### src/rtl/txf_pkg.sv
`timescale 1ns/1ps
package txf_pkg;

    typedef enum logic [2:0] {
        ST_IDLE,
        ST_PRE,
        ST_SYNC,
        ST_PAY,
        ST_CRC
    } txf_state_e;

    typedef struct packed {
        logic       load;
        logic [7:0] data;
        logic       coded;
    } txf_load_t;

    localparam logic [7:0]  PREAMBLE_BYTE = 8'hAA;
    localparam logic [15:0] CRC_POLY      = 16'h1021;
    localparam logic [15:0] CRC_INIT      = 16'hFFFF;
    localparam txf_load_t   LOAD_NONE     = '{load: 1'b0, data: 8'h00, coded: 1'b0};

    function automatic txf_load_t mk_load(input logic [7:0] d, input logic c);
        txf_load_t l;
        l.load  = 1'b1;
        l.data  = d;
        l.coded = c;
        return l;
    endfunction

    // Advance the checksum over one byte, MSB first.
    function automatic logic [15:0] crc16_byte(input logic [15:0] c, input logic [7:0] d);
        logic [15:0] r;
        r = c;
        for (int i = 7; i >= 0; i--) begin
            if (r[15] ^ d[i]) r = {r[14:0], 1'b0} ^ CRC_POLY;
            else              r = {r[14:0], 1'b0};
        end
        return r;
    endfunction

endpackage

### src/rtl/txf_crc16.sv
`timescale 1ns/1ps
module txf_crc16
    import txf_pkg::*;
(
    input  logic        clk,
    input  logic        rst,
    input  logic        init,
    input  logic        upd,
    input  logic [7:0]  din,
    output logic [15:0] crc
);
    always_ff @(posedge clk) begin
        if (rst || init) crc <= CRC_INIT;
        else if (upd)    crc <= crc16_byte(crc, din);
    end
endmodule

### src/rtl/txf_serializer.sv
`timescale 1ns/1ps
module txf_serializer
    import txf_pkg::*;
(
    input  logic      clk,
    input  logic      rst,
    input  logic      clr,
    input  txf_load_t ld,
    input  logic      stb,
    output logic      mod_bit,
    output logic      last_chip
);
    logic [7:0] sh_q;
    logic [2:0] idx_q;
    logic       half_q;
    logic       coded_q;

    always_ff @(posedge clk) begin
        if (rst || clr) begin
            sh_q    <= '0;
            idx_q   <= '0;
            half_q  <= 1'b0;
            coded_q <= 1'b0;
        end else if (ld.load) begin
            sh_q    <= ld.data;
            idx_q   <= '0;
            half_q  <= 1'b0;
            coded_q <= ld.coded;
        end else if (stb) begin
            if (coded_q && !half_q) begin
                half_q <= 1'b1;
            end else begin
                half_q <= 1'b0;
                idx_q  <= idx_q + 3'd1;
                sh_q   <= {sh_q[6:0], 1'b0};
            end
        end
    end

    // Second chip of a coded bit is the inverse of the first.
    assign mod_bit   = sh_q[7] ^ (coded_q & half_q);
    assign last_chip = (idx_q == 3'd7) && (!coded_q || half_q);
endmodule

### src/rtl/pkt_tx_framer.sv
`timescale 1ns/1ps
module pkt_tx_framer
    import txf_pkg::*;
#(
    parameter int FIFO_DEPTH = 64,
    parameter int SYNC_MAX   = 4,
    parameter int PRE_PROG_W = 2,
    parameter int LEN_W      = 8,
    localparam int CNT_W     = $clog2(FIFO_DEPTH + 1),
    localparam int THR_W     = $clog2(FIFO_DEPTH),
    localparam int SIDX_W    = $clog2(SYNC_MAX),
    localparam int SYNC_W    = 8 * SYNC_MAX,
    localparam int PRE_W     = PRE_PROG_W + 1
) (
    input  logic              clk,
    input  logic              rst,
    input  logic              tx_en,
    input  logic [7:0]        fifo_data,
    input  logic [CNT_W-1:0]  fifo_count,
    input  logic              fifo_empty,
    output logic              fifo_pop,
    input  logic [PRE_PROG_W-1:0] cfg_pre_cnt,
    input  logic [SIDX_W-1:0] cfg_sync_len,
    input  logic [SYNC_W-1:0] cfg_sync_word,
    input  logic              cfg_var_len,
    input  logic [LEN_W-1:0]  cfg_fix_len,
    input  logic              cfg_crc_en,
    input  logic              cfg_manch_en,
    input  logic              cfg_start_first,
    input  logic [THR_W-1:0]  cfg_thresh,
    input  logic              bit_stb,
    output logic              mod_bit,
    output logic              stop_pulse
);
    txf_state_e        state_q, nxt;
    logic [PRE_W-1:0]  pre_q, pre_d, pre_reload;
    logic [SIDX_W-1:0] sidx_q, sidx_d, sidx_inc;
    logic [LEN_W-1:0]  pay_q, pay_d, first_left;
    logic              lo_q, lo_d;
    logic              stop_q;
    logic              busy, bnd, last_chip, start_ok, fin, upd, crc_init;
    logic [15:0]       crc_q;
    txf_load_t         ld;
    logic [7:0]        sync_b [SYNC_MAX];

    for (genvar g = 0; g < SYNC_MAX; g++) begin : g_sync
        assign sync_b[g] = cfg_sync_word[SYNC_W-1-8*g -: 8];
    end

    assign busy       = (state_q != ST_IDLE);
    assign bnd        = tx_en && busy && bit_stb && last_chip;
    assign pre_reload = PRE_W'(cfg_pre_cnt) + PRE_W'(1);
    assign sidx_inc   = sidx_q + SIDX_W'(1);
    assign start_ok   = cfg_start_first ? !fifo_empty
                                        : (fifo_count >= CNT_W'(cfg_thresh));
    assign first_left = cfg_var_len ? LEN_W'(fifo_data)
                      : ((cfg_fix_len == '0) ? '0 : cfg_fix_len - LEN_W'(1));

    always_comb begin
        nxt      = state_q;
        ld       = LOAD_NONE;
        fifo_pop = 1'b0;
        upd      = 1'b0;
        fin      = 1'b0;
        pre_d    = pre_q;
        sidx_d   = sidx_q;
        pay_d    = pay_q;
        lo_d     = lo_q;
        if (!tx_en) begin
            nxt = ST_IDLE;
        end else begin
            unique case (state_q)
                ST_IDLE: begin
                    nxt   = ST_PRE;
                    ld    = mk_load(PREAMBLE_BYTE, 1'b0);
                    pre_d = pre_reload;
                end
                ST_PRE: if (bnd) begin
                    if (pre_q != '0) begin
                        ld    = mk_load(PREAMBLE_BYTE, 1'b0);
                        pre_d = pre_q - PRE_W'(1);
                    end else if (start_ok) begin
                        nxt    = ST_SYNC;
                        ld     = mk_load(sync_b[0], 1'b0);
                        sidx_d = '0;
                    end else begin
                        ld = mk_load(PREAMBLE_BYTE, 1'b0);
                    end
                end
                ST_SYNC: if (bnd) begin
                    if (sidx_q == cfg_sync_len) begin
                        nxt      = ST_PAY;
                        ld       = mk_load(fifo_data, cfg_manch_en);
                        fifo_pop = !fifo_empty;
                        upd      = 1'b1;
                        pay_d    = first_left;
                    end else begin
                        sidx_d = sidx_inc;
                        ld     = mk_load(sync_b[sidx_inc], 1'b0);
                    end
                end
                ST_PAY: if (bnd) begin
                    if (pay_q != '0) begin
                        ld       = mk_load(fifo_data, cfg_manch_en);
                        fifo_pop = !fifo_empty;
                        upd      = 1'b1;
                        pay_d    = pay_q - LEN_W'(1);
                    end else if (cfg_crc_en) begin
                        nxt  = ST_CRC;
                        ld   = mk_load(crc_q[15:8], cfg_manch_en);
                        lo_d = 1'b0;
                    end else begin
                        fin = 1'b1;
                    end
                end
                ST_CRC: if (bnd) begin
                    if (!lo_q) begin
                        ld   = mk_load(crc_q[7:0], cfg_manch_en);
                        lo_d = 1'b1;
                    end else begin
                        fin = 1'b1;
                    end
                end
                default: nxt = ST_IDLE;
            endcase
            if (fin) begin
                nxt   = ST_PRE;
                ld    = mk_load(PREAMBLE_BYTE, 1'b0);
                pre_d = pre_reload;
            end
        end
    end

    always_ff @(posedge clk) begin
        if (rst) begin
            state_q <= ST_IDLE;
            pre_q   <= '0;
            sidx_q  <= '0;
            pay_q   <= '0;
            lo_q    <= 1'b0;
            stop_q  <= 1'b0;
        end else begin
            state_q <= nxt;
            pre_q   <= pre_d;
            sidx_q  <= sidx_d;
            pay_q   <= pay_d;
            lo_q    <= lo_d;
            stop_q  <= fin;
        end
    end

    assign crc_init   = !tx_en || fin || !busy;
    assign stop_pulse = stop_q;

    txf_crc16 u_crc (
        .clk  (clk),
        .rst  (rst),
        .init (crc_init),
        .upd  (upd),
        .din  (fifo_data),
        .crc  (crc_q)
    );

    txf_serializer u_ser (
        .clk       (clk),
        .rst       (rst),
        .clr       (!tx_en),
        .ld        (ld),
        .stb       (bit_stb && busy),
        .mod_bit   (mod_bit),
        .last_chip (last_chip)
    );
endmodule

### config.mk
export PLATFORM = sky130hd
export DESIGN_NAME = pkt_tx_framer
export DESIGN_NICKNAME = d
export VERILOG_FILES = /design/src/rtl/txf_pkg.sv /design/src/rtl/txf_crc16.sv /design/src/rtl/txf_serializer.sv /design/src/rtl/pkt_tx_framer.sv
export SDC_FILE = /design/constraint.sdc
export NUM_CORES = 1
export LEC_CHECK = 0
export BUFFER_PORTS_ARGS = -buffer_cell sky130_fd_sc_hd__buf_2
export CORE_MARGIN = 5
export CORE_UTILIZATION = 45
export CTS_BUF_LIST = sky130_fd_sc_hd__clkbuf_16
export CTS_CLUSTER_SIZE = 20
export DETAILED_ROUTE_END_ITERATION = 10
export PLACE_DENSITY = 0.7
export RECOVER_POWER = 100
export REMOVE_ABC_BUFFERS = 1
export SYNTH_ARGS = -nofsm -noshare
export SYNTH_HDL_FRONTEND = slang
export SYNTH_SLANG_ARGS = --single-unit
### constraint.sdc
create_clock -name clk -period 1.8 [get_ports clk]
set_input_delay 0.09 -clock clk [delete_from_list [all_inputs] [get_ports clk]]
set_output_delay 0.09 -clock clk [all_outputs]
set_load 0.02 [all_outputs]
# After elaboration in Yosys (flattened, before gate mapping)

Cells that the tools add are included.

Add/sub/neg operators: 6
$lt $le $gt $ge: 2
Eq/ne operators: 28
Multiplexer cells: 95
Bitwise operators: 22
Reduce and logical (&&, ||, !) cells: 37

Operators by type and width:

| kind                  | number |
|---|---|
| $mux W16              | 14 |
| $mux W13              | 8 |
| $mux W10              | 9 |
| $mux W8               | 11 |
| $pmux W10 S5          | 1 |
| $mux W3               | 11 |
| $mux W9               | 3 |
| $ne A3 B3 Y1 const B  | 9 |
| $ne A2 B2 Y1 const B  | 13 |
| $mux W1               | 24 |
| $not A3 Y3            | 8 |
| $reduce_and A9 Y1     | 2 |
| $bmux W8 S2           | 1 |
| $pmux W8 S2           | 1 |
| $sub A8 B1 Y8 const B | 2 |
| $pmux W3 S5           | 1 |
| $reduce_and A6 Y1     | 2 |
| $mux W2               | 5 |
| $reduce_bool A3 Y1    | 3 |
| $xor A1 B1 Y1         | 9 |
| $logic_not A8 Y1      | 1 |
| $pmux W1 S2           | 4 |
| $reduce_bool A2 Y1    | 4 |
| $reduce_bool A8 Y1    | 1 |
| 24 further kinds      | 43 |

Register bits after elaboration: 47
Input port bits: 74
Output and inout bits: 3
Word-level logic and storage cells: 202

# Logic depth before layout (Yosys ltp)

Gate-level depths: netlist of the first run.

Depth in word-level cells: 38
Gate-level depth with buffers: 10
Mapped depth without buffers: 8

# Cells and area by module

Synthesis of the first run repeated with hierarchy kept, for this count alone.

Cell total of the unflattened synthesis: 473
Area, all modules: 3,938.8 µm²

By module, submodules not included:

| module         | instances | cells each | area each (µm²) | sequential area each (µm²) |
|---|---|---|---|---|
| pkt_tx_framer  | 1         | 320        | 2,366.0         | 360.3 |
| txf_crc16      | 1         | 81         | 900.9           | 320.3 |
| txf_serializer | 1         | 72         | 671.9           | 260.2 |

# Worst setup path after synthesis of the first run

OpenSTA, ideal clock, no wires.

Kind: register to register
From: register pay_q[0]
To: register pay_q[3]
Setup time: 0.132 ns
Arrival time: 1.872 ns
Data required time: 1.668 ns
Path slack: -0.205 ns
Cell stages (with the launch flop): 11
Buffers on the path: 2
Period minus slack after synthesis: 2.005 ns
Cell sequence: dfxtp_1 > inv_1 > ha_1 > nor3b_2 > a21oi_1 > or2_2 > buf_2 > and2_1 > buf_2 > o211ai_1 > a21oi_1

Longest elaborated chain between the ends: 4
Elaborated cells on any way between the ends: 7
Those cells by class: 1 x add/sub; 1 x eq/ne; 3 x mux; 2 x reduce/logical

RTL lines:

| what                     | line                 | text |
|---|---|---|
| start: declaration       | pkt_tx_framer.sv:38  | `logic [LEN_W-1:0] pay_q, pay_d, first_left;` |
| start signal: assignment | pkt_tx_framer.sv:146 | `pay_q <= pay_d;` |
| $sub A8 B1 Y8            | pkt_tx_framer.sv:107 | `pay_d = pay_q - LEN_W'(1);` |
| $mux W8                  | pkt_tx_framer.sv:103 | `if (pay_q != '0) begin` |
| $mux W8                  | pkt_tx_framer.sv:102 | `ST_PAY: if (bnd) begin` |
| $pmux W8 S2              | pkt_tx_framer.sv:72  | `unique case (state_q)` |

Parallel ways exist; a longest one is shown, timed or not. The select of a mux whose other input is x is not followed.
A chain may end at the register's enable or synchronous reset.

# Worst setup path after layout of the first run

From: register u_ser.idx_q[1]
To: register state_q[1]

Longest elaborated chain between the ends: 7
Elaborated cells on any way between the ends: 12
Those cells by class: 4 x eq/ne; 4 x mux; 4 x reduce/logical

RTL lines:

| what                              | line                                       | text |
|---|---|---|
| start: declaration                | txf_serializer.sv:14                       | `logic [2:0] idx_q;` |
| start signal: assignment          | txf_serializer.sv:34                       | `idx_q <= idx_q + 3'd1;` |
| $eq A3 B3 Y1 (*)                  | txf_serializer.sv:42                       | `assign last_chip = (idx_q == 3'd7) && (!coded_q \|\| half_q);` |
| $logic_and A1 B1 Y1 (*)           | txf_serializer.sv:42                       |  |
| $logic_and A1 B1 Y1 (*)           | pkt_tx_framer.sv:51                        | `assign bnd = tx_en && busy && bit_stb && last_chip;` |
| $mux W1 (on tied branches)        | pkt_tx_framer.sv:116, pkt_tx_framer.sv:102 |  |
| $pmux W1 S2                       | pkt_tx_framer.sv:72                        |  |
| $mux W1                           | pkt_tx_framer.sv:69                        | `if (!tx_en) begin` |
| $reduce_or A3 Y1 (no source line) | n/a                                        |  |
| end signal: assignment            | pkt_tx_framer.sv:143                       | `state_q <= nxt;` |
| end: declaration                  | pkt_tx_framer.sv:35                        | `txf_state_e state_q, nxt;` |

Every way passes the cells marked *; elsewhere a longest branch is shown, timed or not. The select of a mux whose other input is x is not followed.

==> results of run 1 <==
[what timing repair did]
item / 4_1_cts / 5_1_grt
cloned: 0 / 0
resized for setup: 48 / 82
pin swaps: 20 / 37
buffers inserted: 7 / 7
endpoints found under the setup margin: 46 / 47
[layout make-up]
type | instances | area, µm²
tap | 102 | 128
clock inverter | 2 | 37.5
timing repair buffer | 168 | 1170
multi-input combinational | 339 | 2790
sequential | 47 | 956
fill | 594 | 2360
clock buffer | 5 | 125
inverter | 19 | 71.3
[sequential cells by signal, indices dropped and copies added, names as in the netlist]
register / flops
pay_q: 8
sidx_q: 2
u_ser.coded_q: 1
u_ser.sh_q: 8
pre_q: 3
stop_pulse: 1
u_ser.half_q: 1
state_q: 3
lo_q: 1
u_crc.crc: 16
u_ser.idx_q: 3
[path summary, 6_finish.rpt]
path,cells after the start,endpoint,startpoint
worst min register to register,2,pre_q[1]$_SDFFE_PP0P_,pre_q[1]$_SDFFE_PP0P_
worst max register to register,8,state_q[1]$_SDFFE_PP0P_,u_ser.idx_q[1]$_SDFFE_PP0P_
worst min-delay path,3,u_ser.half_q$_SDFFE_PP0P_,bit_stb
worst max-delay path,8,state_q[1]$_SDFFE_PP0P_,u_ser.idx_q[1]$_SDFFE_PP0P_
[layer usage]
| metal | wire (µm) | track usage |
|---|---|---|
| met1 | 4890 | 0.311 |
| met5 | 0 | 0 |
| met4 | 268 | 0.0735 |
| met2 | 6020 | 0.411 |
| met3 | 986 | 0.0421 |
[power breakdown]
group | internal [mW] | switching [mW] | leakage (nW)
Sequential | 1.05 | 0.0143 | 0.385
Combinational | 0.280 | 0.294 | 1.75
Clock | 0.649 | 0.432 | 0.0759
Total | 1.98 | 0.740 | 2.21
[kinds of logic after synthesis]
family,count (synthesis),synth area share
xor gates and xnor gates,30,0.0752
muxes,13,0.0659
DFF,47,0.269
adders and majority gates,14,0.0494
AOI/OAI and AO/OA,135,0.267
buffers and inverters,39,0.0505
and+or+nand+nor,147,0.223
[cells in the final DEF (no fill, tap or decap), types with 6 or more instances in the layout]
master,netlist,final
inv_1,19,17
dfxtp_1,47,39
nand2b_1,7,7
ha_1,13,10
nand2_1,47,43
o211ai_1,14,14
a221oi_2,0,6
nand3_1,11,11
o21ai_0,21,9
xor2_1,8,7
o21ai_1,1,8
nor3_2,2,6
nor2_1,27,22
dfxtp_2,0,6
nor2b_1,10,7
mux4_2,8,8
buf_2,9,74
buf_6,2,17
xnor2_1,22,22
a21oi_2,0,8
a31oi_1,9,8
buf_4,1,71
a21oi_1,34,25
a221o_1,7,7
[cell usage after synthesis (5+ instances only)]
library cell	count
a211o_1	5
a21o_1	5
a21oi_1	34
a221o_1	7
a221oi_1	8
a31oi_1	9
buf_2	9
clkbuf_1	7
dfxtp_1	47
ha_1	13
inv_1	19
mux2i_1	5
mux4_2	8
nand2_1	47
nand2b_1	7
nand3_1	11
nor2_1	27
nor2b_1	10
nor3_1	12
nor3b_1	5
o211ai_1	14
o21ai_0	21
xnor2_1	22
xor2_1	8
[metrics by stage]
stage	hold slack, ns	cell area, µm²	util	setup TNS (ns)
after global routing	0.105	5280	0.691	-5.34
after floorplan	0.159	3390	-	-44.69
after CTS	0.0819	4950	0.647	-6.09
after global placement	0.371	4520	0.591	-4.63
after detailed placement	0.379	4520	0.591	-6.81
final	0.0754	5280	0.691	-2.83
[worst reg2reg max path: stages (launching register included)]
cell and delay [ns]:
dfxtp_2 0.35, ha_4 0.14, ha_4 0.14, nand2_4 0.06, or4_4 0.47, a21o_1 0.21, a31oi_4 0.17, mux2i_1 0.23
a21oi_1 0.10
==> reports/qor.yml, run 1 <==
run_status:
  status: "finished with violations"
  violations: "negative setup slack"
placed_design:
  gp_congestion: 0.914
  hpwl_um: 8840
  dp.cells: 664
  preCtsSetupSlack_ns: -0.211
  port_buffers: 76
setup_path:
  max_stage_delay_ns: 0.47
  cp_slowest_cell: "or4_4"
  critPathRequiredTime_ns: 1.97
  crit_type: "register to register"
  crit_fanout: 4
  crit_top_cell: "ha_4"
  cpLargestDelayFamily: "simple AND/OR/NAND/NOR gates"
  rrSetupSlack_ns: -0.18
  cp_cell_sequence: "ha_4, ha_4, nand2_4, or4_4, a21o_1, a31oi_4, mux2i_1, a21oi_1"
  worstSetupEndpointType: "register"
  worstPathArrival_ns: 2.15
  worst_setup_path_start_kind: "register"
  path_buf_inv: 0
worst_hold_path:
  min_path_type: "input pin to register"
clock_tree:
  clockBufferDepth: 2
  cts_sinks: 47
  path_clk_slew_ns: 0.07
  cts_htree_levels: 2
  insertion_delay_ns: 0.29
  cts_made_buffers: 5
  clockRootBuffer: "clkbuf_16"
  cts_tree: "built"
  holdBufCountCts: 0
die:
  core_area_um2: 7650
  initial_core_util: 0.457
  dieArea_um2: 9630
  die_x_um: 98.1
  ios: 77
  rows: 32
  die_y_um: 98.1
detailed_routing:
  wl_per_cell_um: 17.8
  drt-pass1-iter-count: 5
  num_vias: 4010
  routed_wirelength_um: 12200
  routed_via_density: 5.88
  detail-route-antenna-nets: 0
  drc: 0
  first_iter_violations: 272
global_routing:
  grt_pass1_vias: 3997
  grt_first_pass_wirelength_um: 19100
  grtUsageTotal: 0.241
  antenna_found_initial: 0
  overflow: 0
  grt_start_max_net_pins: 28
yosys:
  syn_inst: 425
  yosysTopAreaCellShare: 0.269
  synth_edf_count: 0
  syn_area_um2: 3500
  synth-seq-cells: 47
  yosys_warnings: 0
  synth_area_per_cell_um2: 8.23
  synth_seq_area_share: 0.269
  synth_largest_area_cell: "dfxtp_1"
  ys_types: 68
  synthFlopType: "dfxtp_1"
  ys_async_sr_fraction: 0
  synth_area_leaders: "dfxtp_1, xnor2_1, mux4_2, nand2_1, a21oi_1"
timing:
  slew_violations: 0
  layout_min_cycle_time_ns: 1.98
  fmax_mhz: 505
  tightest_slew_ns: 0.654
  finalSetupViolCount: 43
  maxSlewHeadroom: 0.559
  rsz0062_at_grt: "yes"
  clock_skew_ns: 0.00354
  hold_viol: 0
  finalWorstSetupSlack_ns: -0.179
  timing.final.crit_share: 1.10
cells_and_area:
  drive_above_1_share: 0.453
  diodes: 0
  area_growth_pct: 51.1
  layoutNonFillerInstCount: 682
  final_nets: 667
pwr:
  p_leak_nw: 2.21
  fin_total_pwr_mw: 2.72
  ir_drop_uv: 318
  powerDensity_nw_per_um2: 515
flow_run:
  maxCapViolations: 0
No activity file was read; power rests on OpenSTA's default activity.
==> run 2: changes to the inputs <==
Settings changed: ABC_AREA set to 1, CAP_MARGIN set to 20, CORE_UTILIZATION 45 to 44, PLACE_DENSITY 0.7 to 0.68.
==> reports/qor.yml, run 2 <==
run_status:
  status: "finished with violations"
  violations: "negative setup slack"
die:
  rows: 34  # +6.3%
  die_y_um: 103  # +5.1%
  dieArea_um2: 10600  # +10%
  initial_core_util: 0.444  # -0.0128
  die_x_um: 103  # +5.1%
  core_area_um2: 8590  # +12%
  ios: 77  # unchanged
timing:
  tightest_slew_ns: 0.421  # -0.233 ns
  rsz0062_at_grt: "yes"
  slew_violations: 0  # unchanged
  finalWorstSetupSlack_ns: -0.0871  # +0.0919 ns
  maxSlewHeadroom: 0.717  # +0.159
  tns_ns: -0.980  # +1.85 ns
  finalSetupViolCount: 24  # -44%
  timing.final.crit_share: 1.05  # -0.0510
  layout_min_cycle_time_ns: 1.89  # -0.0919 ns
  fmax_mhz: 530  # +4.9%
  clock_skew_ns: 0.00731  # +0.00377 ns
  hold_viol: 0  # unchanged
setup_path:
  cp_slowest_cell: "dfxtp_2"
  reg2reg_depth: 13  # +5
  rrSetupSlack_ns: -0.09  # +0.09 ns
  crit_fanout: 3  # -1
  cpLargestDelayFamily: "simple AND/OR/NAND/NOR gates"
  worstSetupEndpointType: "register"
  max_stage_delay_ns: 0.36  # -0.11 ns
  worstPathArrival_ns: 2.07  # -0.08 ns
  path_buf_inv: 3  # +3
  worst_setup_path_start_kind: "register"
  reg2reg_to: "state_q[0]$_SDFFE_PP0P_"
  crit_type: "register to register"
  cp_cell_sequence: "ha_4, ha_4, nand2_2, inv_2, nand4_4, buf_6, buf_6, o211ai_1, nand4_1, nand2_1, nand2_1, o21ai_1, a21oi_1"
  critPathRequiredTime_ns: 1.99  # +0.02 ns
  rr_startpoint: "u_ser.idx_q[1]$_SDFFE_PP0P_"
global_routing:
  grt_start_max_net_pins: 21  # -25%
  antenna_found_initial: 0  # unchanged
  overflow: 0  # unchanged
  grt_pass1_vias: 4047  # +1.3%
  grt_first_pass_wirelength_um: 18400  # -3.9%
  grtUsageTotal: 0.217  # -0.0239
yosys:
  ys_types: 39  # -43%
  ys_async_sr_fraction: 0  # unchanged
  yosys_warnings: 0  # unchanged
  syn_area_um2: 3820  # +9.2%
  synth_area_leaders: "dfxtp_1, nand2_1, inv_1, a21oi_1, o21ai_0"
  synth-seq-cells: 47  # unchanged
  synth_area_per_cell_um2: 6.41  # -22%
  yosysTopAreaCellShare: 0.246  # -0.0228
  synth_seq_area_share: 0.246  # -0.0228
  synth_edf_count: 0  # unchanged
  yosysMostFrequentCell: "nand2_1"
  synth_commonest_cells: "nand2_1, inv_1, nor2_1"
  syn_inst: 596  # +40%
  synthFlopType: "dfxtp_1"
  synth_largest_area_cell: "dfxtp_1"
detailed_routing:
  wl_per_cell_um: 14.4  # -19%
  routed_wirelength_um: 11900  # -2.5%
  first_iter_violations: 289  # +6.3%
  routed_via_density: 5.26  # -11%
  drt-pass1-iter-count: 5  # unchanged
  detail-route-antenna-nets: 0  # unchanged
  num_vias: 4346  # +8.4%
  drc: 0  # unchanged
cells_and_area:
  utilization: 0.586  # -0.104
  layout_common_cells: "nand2_1, buf_2, inv_1, nor2_1, buf_4"
  drive_above_1_share: 0.292  # -0.161
  top_regs: "u_crc.crc x16, pay_q x8, u_ser.sh_q x8"
  final_nets: 805  # +21%
  fillers: 834  # +40%
  largest_register_ff_count: 16  # unchanged
  area_growth_pct: 32.0
  regMostFlops: "u_crc.crc"
  mostFrequentLayoutCell: "nand2_1"
  diodes: 0  # unchanged
clock_tree:
  cts_made_buffers: 5  # unchanged
  clockRootBuffer: "clkbuf_16"
  cts_sinks: 47  # unchanged
  insertion_delay_ns: 0.29  # about the same
  cts_htree_levels: 2  # unchanged
  holdBufCountCts: 0  # unchanged
  path_clk_slew_ns: 0.07  # about the same
  cts_tree: "built"
  clockBufferDepth: 2  # unchanged
placed_design:
  preCtsSetupSlack_ns: -0.101  # +0.110 ns
  port_buffers: 76  # unchanged
  hpwl_um: 9170  # +3.7%
  gp_congestion: 0.939  # +2.7%
worst_hold_path:
  holdPathEnd: "u_ser.coded_q$_SDFFE_PP0N_"
  min_path_type: "input pin to register"
  holdPathStages: 3  # unchanged
  worstHoldStart: "cfg_manch_en"
pwr:
  p_leak_nw: 2.43  # +10%
  ir_drop_uv: 332  # +4.4%
  fin_total_pwr_mw: 2.75  # +1.1%
  powerDensity_nw_per_um2: 546  # +6.0%
flow_run:
  maxCapViolations: 0  # unchanged
==> run 2: cell count changes after synthesis, sizes merged, moves of 8 or more <==
cell	previous run	this run
nor2b	10	0
a21oi	34	50
inv	19	81
xor2	8	16
nand4	0	14
mux4	8	0
nor2	29	71
nand2	47	152
a31oi	10	0
nor3	14	6
o21ai	22	49
a221oi	8	0
nand3	11	30
==> run 2: metal layers <==
metal	up-vias	routed length, µm	global-route usage
li1	2212	-	-
met1	1983	5290	0.285
met2	130	5510	0.371
met3	21	846	0.0359
met4	0	218	0.0518
met5	-	0	0
==> run 2: report_power, final <==
part | switching, mW | internal (mW) | total [mW]
sequential | 0.0158 | 1.06 | 1.08
combinational | 0.445 | 0.300 | 0.745
clock | 0.419 | 0.508 | 0.927
total | 0.880 | 1.87 | 2.75
==> run 2: layout make-up <==
type                       count  area [µm²]  share of cell area
tap                          108         135              0.0268
multi-input combinational    455        2670               0.530
inverter                      81         312              0.0618
timing repair buffer         128         836               0.166
clock inverter                 2        13.8             0.00273
sequential                    47         946               0.188
clock buffer                   5         125              0.0248
==> run 2: per-stage QoR <==
step / hold WS [ns] / instance area (µm²) / std cells
3_3_place_gp: 0.345 / 4610 / 808
3_5_place_dp: 0.362 / 4610 / 808
6_report: 0.0521 / 5040 / 826
4_1_cts: 0.0589 / 4890 / 821
2_1_floorplan: 0.159 / 3740 / 582
5_1_grt: 0.0760 / 5040 / 826
==> run 2: kinds of logic (layout without fill, tap and decap cells) <==
group | count (synthesis) | count (layout) | synth area share
flops | 47 | 47 | 0.246
buf+inv | 95 | 216 | 0.101
fa+ha+maj | 13 | 13 | 0.0426
compound gates | 129 | 129 | 0.201
simple gates | 280 | 281 | 0.336
xor+xnor | 32 | 32 | 0.0734
==> run 2: worst max path at each step <==
stage          depth (start not counted)                    endpoint                         from  slack (ns)
4_1_cts                               13     state_q[0]$_SDFFE_PP0P_  u_ser.idx_q[1]$_SDFFE_PP0P_       -0.07
3_3_place_gp                          11  u_crc.crc[10]$_SDFFE_PP1P_  u_ser.idx_q[0]$_SDFFE_PP0P_       -0.03
2_1_floorplan                         10                    fifo_pop  u_ser.idx_q[0]$_SDFFE_PP0P_       -0.34
5_1_grt                               13  u_ser.sh_q[0]$_SDFFE_PP0P_  u_ser.idx_q[1]$_SDFFE_PP0P_       -0.16
6_report                              13     state_q[0]$_SDFFE_PP0P_  u_ser.idx_q[1]$_SDFFE_PP0P_       -0.09
3_5_place_dp                          12     state_q[0]$_SDFFE_PP0P_  u_ser.idx_q[0]$_SDFFE_PP0P_       -0.10
==> run 2: what timing repair did <==
| action | 4_1_cts | 5_1_grt |
|---|---|---|
| endpoints found under the setup margin | 38 | 36 |
| buffers inserted | 6 | 4 |
| resized for setup | 35 | 39 |
| gates cloned | 1 | 1 |
| pin swaps | 16 | 12 |
==> run 2: worst min-delay path: cells and delay by family <==
family                 cells  cell delay, ns
buffers and inverters      1            0.09
and+or+nand+nor            1            0.06
AOI/OAI and AO/OA          1            0.06
==> run 3: changes to the inputs <==
Settings changed: CTS_BUF_LIST sky130_fd_sc_hd__clkbuf_16 to sky130_fd_sc_hd__clkbuf_4.
==> reports/qor.yml, run 3 (same netlist as run 2, synthesis figures left out) <==
clock_tree:
  clockRootBuffer: "clkbuf_4"
  path_clk_slew_ns: 0.16  # +0.09 ns
  cts_htree_levels: 2  # unchanged
  cts_made_buffers: 5  # unchanged
  insertion_delay_ns: 0.38  # +0.09 ns
  cts_sinks: 47  # unchanged
  cts_tree: "built"
  clockBufferDepth: 2  # unchanged
cells_and_area:
  drive_above_1_share: 0.309  # +0.0167
  layoutNonFillerInstCount: 826  # unchanged
  fillers: 848  # +1.7%
  diodes: 0  # unchanged
  mostFrequentLayoutCell: "nand2_1"
  utilization: 0.585  # -0.00160
  layout_common_cells: "nand2_1, buf_2, inv_1, nor2_1, buf_4"
  area_growth_pct: 31.6
  final_nets: 805  # unchanged
  regMostFlops: "u_crc.crc"
  top_regs: "u_crc.crc x16, pay_q x8, u_ser.sh_q x8"
  largest_register_ff_count: 16  # unchanged
detailed_routing:
  drt-pass1-iter-count: 6  # +1
  num_vias: 4376  # +0.69%
  routed_wirelength_um: 11900  # about the same
  detail-route-antenna-nets: 0  # unchanged
  wl_per_cell_um: 14.4  # about the same
  routed_via_density: 5.30  # +0.69%
  first_iter_violations: 271  # -6.2%
  drc: 0  # unchanged
placed_design:
  gp_congestion: 0.939  # unchanged
  dp.cells: 808  # unchanged
  hpwl_um: 9170  # unchanged
  port_buffers: 76  # unchanged
  preCtsSetupSlack_ns: -0.101  # unchanged
timing:
  tightest_slew_ns: 0.459  # +0.0386 ns
  hold_viol: 0  # unchanged
  finalSetupViolCount: 11  # -54%
  slew_violations: 0  # unchanged
  rsz0062_at_grt: "yes"
  finalWorstSetupSlack_ns: -0.0783  # +0.00884 ns
  maxSlewHeadroom: 0.691  # -0.0259
  tns_ns: -0.432  # +0.549 ns
  clock_skew_ns: 0.0181  # +0.0108 ns
  fmax_mhz: 532  # +0.47%
  layout_min_cycle_time_ns: 1.88  # -0.00884 ns
  timing.final.crit_share: 1.04  # -0.00491
flow_run:
  maxCapViolations: 0  # unchanged
setup_path:
  endpoint: "state_q[1]$_SDFFE_PP0P_"
  startpoint: "u_ser.idx_q[1]$_SDFFE_PP0P_"
  crit_type: "register to register"
  reg2reg_depth: 12  # -1
  reg2reg_to: "state_q[1]$_SDFFE_PP0P_"
  crit_fanout: 6  # +3
  rrSetupSlack_ns: -0.08  # about the same
  worstPathArrival_ns: 2.21  # +0.14 ns
  critPathRequiredTime_ns: 2.13  # +0.14 ns
  worst_setup_path_start_kind: "register"
  worstSetupEndpointType: "register"
  rr_startpoint: "u_ser.idx_q[1]$_SDFFE_PP0P_"
global_routing:
  grt_start_max_net_pins: 21  # unchanged
  met1_usage: 0.288  # +0.00369
  grt_pass1_vias: 4008  # -0.96%
  antenna_found_initial: 0  # unchanged
  met3_usage: 0.0304  # -0.00541
  grt.busiest_layer: "met2"
  use_met2: 0.378  # +0.00641
  overflow: 0  # unchanged
  grt_first_pass_wirelength_um: 18400  # +0.34%
  grtUsageTotal: 0.218  # +0.000559
pwr:
  ir_drop_uv: 347  # +4.7%
  powerDensity_nw_per_um2: 463  # -15%
  p_leak_nw: 2.41  # -0.86%
  fin_total_pwr_mw: 2.33  # -15%
worst_hold_path:
  worstHoldStart: "bit_stb"
  holdPathStages: 3  # unchanged
  min_path_type: "input pin to register"
die:
  rows: 34  # unchanged
  die_y_um: 103  # unchanged
  ios: 77  # unchanged
  initial_core_util: 0.444  # unchanged
  dieArea_um2: 10600  # unchanged
  core_area_um2: 8590  # unchanged
  die_x_um: 103  # unchanged
run_status:
  status: "finished with violations"
  violations: "negative setup slack"
## run 3: how the worst min path moves through the flow
stage | end
final | u_ser.idx_q[1]$_SDFFE_PP0P_
after global routing | u_ser.idx_q[1]$_SDFFE_PP0P_
after floorplan | pay_q[6]$_SDFFE_PP0P_
after detailed placement | u_ser.coded_q$_SDFFE_PP0N_
after CTS | u_ser.idx_q[1]$_SDFFE_PP0P_
after global placement | u_ser.coded_q$_SDFFE_PP0N_
## run 3: area by class of cell
type | instances | area (µm²) | area share
multi-input cells | 455 | 2720 | 0.542
flip-flops and latches | 47 | 955 | 0.190
repair buffers | 128 | 851 | 0.169
inverters | 81 | 312 | 0.0620
well taps | 108 | 135 | 0.0269
clock buffers | 5 | 37.5 | 0.00747
clock inverters | 2 | 13.8 | 0.00274
## run 3: through the flow
stage / hold WS (ns) / cell area, µm²
CTS: 0.0210 / 4830
finish: 0.0421 / 5030
global route: 0.0583 / 5030
detailed placement: 0.362 / 4610
global placement: 0.345 / 4610
floorplan: 0.159 / 3740
## run 3: repair_timing
action                                  4_1_cts  5_1_grt
hold buffers                                  1        0
gates resized for setup                      42       50
endpoints found under the hold margin         1        0
endpoints found under the setup margin       41       46
cloned                                        1        1
pin swaps                                    15       16
setup buffers                                 6        3
## run 3: per-layer routing
metal  vias up  part of all wire
met4         0             0.014
met5         -                 0
met3        18             0.082
met1      1980              0.44
li1       2203                 -
met2       175              0.47
## run 3: report_power, final
part           leakage (nW)  internal, mW  switching (mW)
sequential            0.385          1.06          0.0157
combinational          1.99         0.289           0.447
clock                0.0310         0.146           0.368
total                  2.41          1.50           0.830
## run 3: worst max-delay path: stages (launching register included)
cell and delay (ns):
dfxtp_2 0.38, ha_4 0.14, ha_4 0.12, nand2_2 0.05, inv_2 0.07, nand4_4 0.10, buf_6 0.17, buf_6 0.12
o211ai_1 0.10, nand4_1 0.19, nor2_1 0.18, nand2_1 0.08, a21oi_2 0.12
